## config.mk

```make
export PLATFORM = sky130hd
export DESIGN_NAME = uart_irq_mask
export DESIGN_NICKNAME = d
export VERILOG_FILES = /design/src/rtl/uart_irq_pkg.sv /design/src/rtl/uart_ien_reg.sv /design/src/rtl/uart_irq_gate.sv /design/src/rtl/uart_irq_prio.sv /design/src/rtl/uart_irq_mask.sv
export SDC_FILE = /design/constraint.sdc
export NUM_CORES = 1
export LEC_CHECK = 0
export BUFFER_PORTS_ARGS = -buffer_cell sky130_fd_sc_hd__buf_4
export CORE_AREA = 4 4 41 43
export DETAILED_ROUTE_END_ITERATION = 10
export DIE_AREA = 0 0 45 47
export GPL_ROUTABILITY_DRIVEN = 0
export REMOVE_ABC_BUFFERS = 1
export SLEW_MARGIN = 40
export SYNTH_ARGS = -nofsm -noshare
export SYNTH_HDL_FRONTEND = slang
export SYNTH_SLANG_ARGS = --single-unit
```

## constraint.sdc

```tcl
create_clock -name clk -period 1.55 [get_ports clk]
set_clock_uncertainty 0.1 [all_clocks]
set_input_delay 0.31 -clock clk [delete_from_list [all_inputs] [get_ports clk]]
set_output_delay 0.31 -clock clk [all_outputs]
set_load 0.02 [all_outputs]
```

## src/rtl/uart_irq_pkg.sv

```systemverilog
package uart_irq_pkg;
  localparam int SRC_N   = 4;
  localparam int SRC_RX  = 0;
  localparam int SRC_THR = 1;
  localparam int SRC_LS  = 2;
  localparam int SRC_MS  = 3;

  typedef enum logic [3:0] {
    ID_MS   = 4'b0000,
    ID_NONE = 4'b0001,
    ID_THR  = 4'b0010,
    ID_RX   = 4'b0100,
    ID_LS   = 4'b0110
  } irq_id_e;
endpackage

```

## src/rtl/uart_ien_reg.sv

```systemverilog
module uart_ien_reg #(
  parameter int DW   = 8,
  parameter int EN_W = 4
) (
  input  logic            clk,
  input  logic            rst_n,
  input  logic            wr_en,
  input  logic [DW-1:0]   wr_data,
  output logic [EN_W-1:0] en_q,
  output logic [DW-1:0]   rd_data
);
  // Bits above EN_W are never stored.
  logic unused_hi;
  assign unused_hi = ^wr_data[DW-1:EN_W];

  always_ff @(posedge clk or negedge rst_n) begin
    if (!rst_n)     en_q <= '0;
    else if (wr_en) en_q <= wr_data[EN_W-1:0];
  end

  assign rd_data = DW'(en_q);
endmodule

```

## src/rtl/uart_irq_gate.sv

```systemverilog
module uart_irq_gate #(
  parameter int N = 4
) (
  input  logic [N-1:0] raw,
  input  logic [N-1:0] en,
  output logic [N-1:0] pend
);
  for (genvar i = 0; i < N; i++) begin : g_mask
    assign pend[i] = raw[i] & en[i];
  end
endmodule

```

## src/rtl/uart_irq_prio.sv

```systemverilog
module uart_irq_prio
  import uart_irq_pkg::*;
(
  input  logic [SRC_N-1:0] pend,
  output irq_id_e          id,
  output logic             any
);
  always_comb begin
    if      (pend[SRC_LS])  id = ID_LS;
    else if (pend[SRC_RX])  id = ID_RX;
    else if (pend[SRC_THR]) id = ID_THR;
    else if (pend[SRC_MS])  id = ID_MS;
    else                    id = ID_NONE;
  end
  assign any = |pend;
endmodule

```

## src/rtl/uart_irq_mask.sv

```systemverilog
module uart_irq_mask
  import uart_irq_pkg::*;
#(
  parameter int DW = 8
) (
  input  logic             clk,
  input  logic             rst_n,
  input  logic             wr_en,
  input  logic [DW-1:0]    wr_data,
  output logic [DW-1:0]    rd_data,
  input  logic [SRC_N-1:0] raw,
  output logic [SRC_N-1:0] pend,
  output logic [3:0]       id_code,
  output logic             irq
);
  logic [SRC_N-1:0] en_q;
  irq_id_e          id_e;
  logic             any_pend;

  uart_ien_reg #(.DW(DW), .EN_W(SRC_N)) u_reg (
    .clk(clk), .rst_n(rst_n), .wr_en(wr_en), .wr_data(wr_data),
    .en_q(en_q), .rd_data(rd_data)
  );

  uart_irq_gate #(.N(SRC_N)) u_gate (
    .raw(raw), .en(en_q), .pend(pend)
  );

  uart_irq_prio u_prio (
    .pend(pend), .id(id_e), .any(any_pend)
  );

  assign id_code = id_e;

  always_ff @(posedge clk or negedge rst_n) begin
    if (!rst_n) irq <= 1'b0;
    else        irq <= any_pend;
  end
endmodule

```

-- Word-level counts from Yosys, hierarchy flattened
Cells that the tools add are included.
- bits of input ports: 15
- logic and storage cells: 11
- register bits after elaboration: 5
- bitwise gates (word level): 4
- reduce and logical (&&, ||, !) cells: 1
- multiplexer cells: 4
- operators by type and width (operator ; count):
    $mux 4 ; 3
    $and 1x1->1 ; 4
    $reduce_or 4->1 ; 1
    $mux 1 ; 1

-- Depth between registers and ports, before layout
- depth after elaboration: 5
- mapped depth: 2

-- Modules after synthesis
Synthesis repeated with hierarchy kept, for this count alone.
- cells, all modules: 29
- area, all modules: 301.5 um2
- by module, submodules not included (module ; cells each ; seq. area each (um2) ; area each (um2) ; instances):
    uart_ien_reg ; 17 ; 100.1 ; 209.0 ; 1
    uart_irq_prio ; 7 ; 0.0 ; 42.5 ; 1
    uart_irq_gate ; 4 ; 0.0 ; 25.0 ; 1
    uart_irq_mask ; 1 ; 25.0 ; 25.0 ; 1

-- Worst setup path before layout
Ideal clock, no wire load.
- path type: register -> output
- start: reg u_reg.en_q[0]
- end: out id_code[1]
- stages on the path, launching flop included: 3
- data required time: 1140 ps
- arrival time: 1066 ps
- setup slack: 74 ps
- cells stage by stage: dfrtp_1 > and2_2 > o21bai_1
- longest elaborated chain between the ends: 3
- ends and longest elaborated chain (element ; RTL line ; source):
    start, declared ; uart_ien_reg.sv:9 ; output logic [EN_W-1:0] en_q,
    start signal, assigned ; uart_ien_reg.sv:18 ; else if (wr_en) en_q <= wr_data[EN_W-1:0];
    $and 1x1->1 ; uart_irq_gate.sv:9 ; assign pend[i] = raw[i] & en[i];
    via pend[0] ; uart_irq_mask.sv:12 ; output logic [SRC_N-1:0] pend,
    $mux 4 ; uart_irq_prio.sv:10 ; else if (pend[SRC_RX]) id = ID_RX;
    $mux 4 ; uart_irq_prio.sv:9 ; if (pend[SRC_LS]) id = ID_LS;
    end, declared ; uart_irq_mask.sv:13 ; output logic [3:0] id_code,
The timed path passes the listed nets, and every way through them passes these cells.

-- Worst setup path after layout
- start: reg u_reg.en_q[0]
- end: out id_code[0]
- longest elaborated chain between the ends: 3
- ends and longest elaborated chain (element ; RTL line):
    $and 1x1->1 ; uart_irq_gate.sv:9
    $mux 4 ; uart_irq_prio.sv:10
    $mux 4 ; uart_irq_prio.sv:9
No other way between the ends.

==> impl_metrics.toml <==
[finish]
design_area_um2 = 479
area_delta_synth_final_pct = 74.1
nNetsFinal = 68
final_common_cell = "buf_4"
drive_above_1_share_pct = 61.5
postLayoutCoreUtil_pct = 36.8
diodes = 0
fill_cells = 133
most-common-layout-cells = "buf_4, conb_1, dfrtp_1"

[sta]
fmaxAchievable_ghz = 0.638
setup_viol = 1
whs_ns = 0.200
finalCriticalPeriod_ns = 1.57
hold_violations = 0
period_share_pct = 101
slew_viol_final = 0
rsz0062_at_grt = "true"
setup_ws_ns = -0.0186

[synth]
synth_area_leaders = "dfrtp_1, mux2_2, buf_4, a22oi_2, inv_1"
yosys.area.top_type = "dfrtp_1"
synth_warnings = 0
synth_cell_type_count = 12
ys_seq_area_share_pct = 45.5
ys_ff_latch = 5
netlist.area_leader.share_pct = 45.5
avgSynthCellArea_um2 = 10.6
syn_inst = 26
synth_area_um2 = 275

[routing]
drt-total-wl_um = 659
firstDrtPassIters = 1
vias = 250
drc = 0
wl_per_cell_um = 9.84
drt_first_iter_violations = 0
via_per_inst = 3.73
drtAntennaViolNets = 0

[clocking]
cts_tree = "built"
clk_pin_slew_worst_paths_ns = 0.04
clock_latency_ns = 0.24
post_cts_buffers = 0
numCtsBuffers = 3
cts-root-buf = "clkbuf_4"
htreeDepth = 1
cts.sinks = 5
clock_path_buffers = 2

[power_and_ir_drop]
power_density_nw_per_um2 = 978
max-vdd-ir-drop_v = 0.000539
p_leak_nw = 0.264
design_power_total_mw = 0.469

[setup_path]
critPathMaxStageDelay_ns = 0.40
critical_path.startpoint = "u_reg.en_q[0]"
crit_chain = "a22oi_2, and3_1, buf_6"
crit_type = "reg2out"
slowest_stage = "dfrtp_1"
r2r_start = "u_reg.en_q[0]"
arrival_ns = 1.16
required_ns = 1.14
rrSetupSlack_ns = 0.62
r2r_cells = 2
cp-end-kind = "primary output"
critical_path.startpoint_type = "flop"
cp_max_fo = 4

[die]
die_area_um2 = 2120
ios = 32
die_h_um = 47
rows = 13
die_w_um = 45
core_um2 = 1300
start_util_pct = 21.2

[worst_hold_path]
hold_depth = 2
min_from = "wr_data[0]"
hold_class = "in2reg"

[grt]
antenna_found_initial = 0
grt_pass1_vias = 199
grt_max_degree = 6
grt.total_usage_pct = 6.13
grt_overflow = 0
grt_pass1_wl_um = 848

[status]
status = "finished, violations left"
failed_checks = "negative setup slack"

[place]
placed_area_um2 = 437
place_worst_setup_slack_ns = 0.191
portBuffers = 22

[flow_run]
cap_violations = 0
-- metal layers --
| metal | wire length [um] | vias up | share of wire (%) | GRT usage (%) |
|---|---|---|---|---|
| met5 | 0 | - | 0 | 0 |
| met4 | 0 | 0 | 0 | 0 |
| met3 | 131 | 0 | 20 | 6.51 |
| met2 | 254 | 20 | 39 | 8.19 |
| met1 | 274 | 105 | 42 | 7.21 |
| li1 | - | 125 | - | - |
-- sequential cells by signal, indices dropped and copies added, names as in the netlist --
signal / cells
u_reg.en_q: 4
irq: 1
-- critical path, delay by kind of cell (launching register included) --
family                 cells  cell delay, ns
flip-flops                 1            0.40
AO/OA/AOI/OAI              1            0.21
buffers and inverters      1            0.12
AND/OR/NAND/NOR            1            0.19
-- cells in the mapped netlist --
library cell,n
buf_4,5
nand3_1,1
conb_1,1
dfrtp_1,5
and2_2,1
and2_1,1
o21bai_1,1
and3_1,1
nand2_1,2
a22oi_2,1
mux2_2,4
inv_1,3
-- logic make-up (layout without fill, tap and decap cells) --
family          after synthesis  count (layout)  share of synthesized area [%]
other cells                   1               5                           1.36
mux                           4               4                           16.4
compound gates                2               2                           7.27
buf+inv                       8              30                           17.7
flops                         5               5                           45.5
simple gates                  6               6                           11.8
-- stage by stage --
step | TNS, ns | instances
2_1_floorplan | 0 | 25
3_3_place_gp | 0 | 62
3_5_place_dp | 0 | 62
4_1_cts | -0.0338 | 67
5_1_grt | -0.102 | 67
6_report | -0.0186 | 67
-- path summary, 6_finish.rpt --
path,to
setup / recovery,id_code[0]
hold / removal,u_reg.en_q[0]
setup reg to reg,irq
hold reg to reg,u_reg.en_q[3]
max in group asynchronous,u_reg.en_q[1]
min in group asynchronous,u_reg.en_q[0]
-- power by group --
group	switching (mW)	total [mW]	internal (mW)
combinational	0.0840	0.163	0.0792
sequential	0.0110	0.156	0.145
clock	0.0524	0.150	0.0973
-- layout make-up --
class | instances | area, um2 | area share [%]
Multi-Input combinational cell | 17 | 119 | 24.8
Timing Repair Buffer | 23 | 179 | 37.3
Inverter | 3 | 11.3 | 2.35
Tap cell | 15 | 18.8 | 3.92
Clock buffer | 4 | 26.3 | 5.48
Sequential cell | 5 | 125 | 26.1
-- what timing repair did --
action                                  CTS  global route
pin swaps                                 0             2
resized for setup                         0             2
hold endpoints to repair                  5             0
endpoints found under the setup margin    1             2
hold buffers                              1             0
Power figures use the tool's default switching activity.
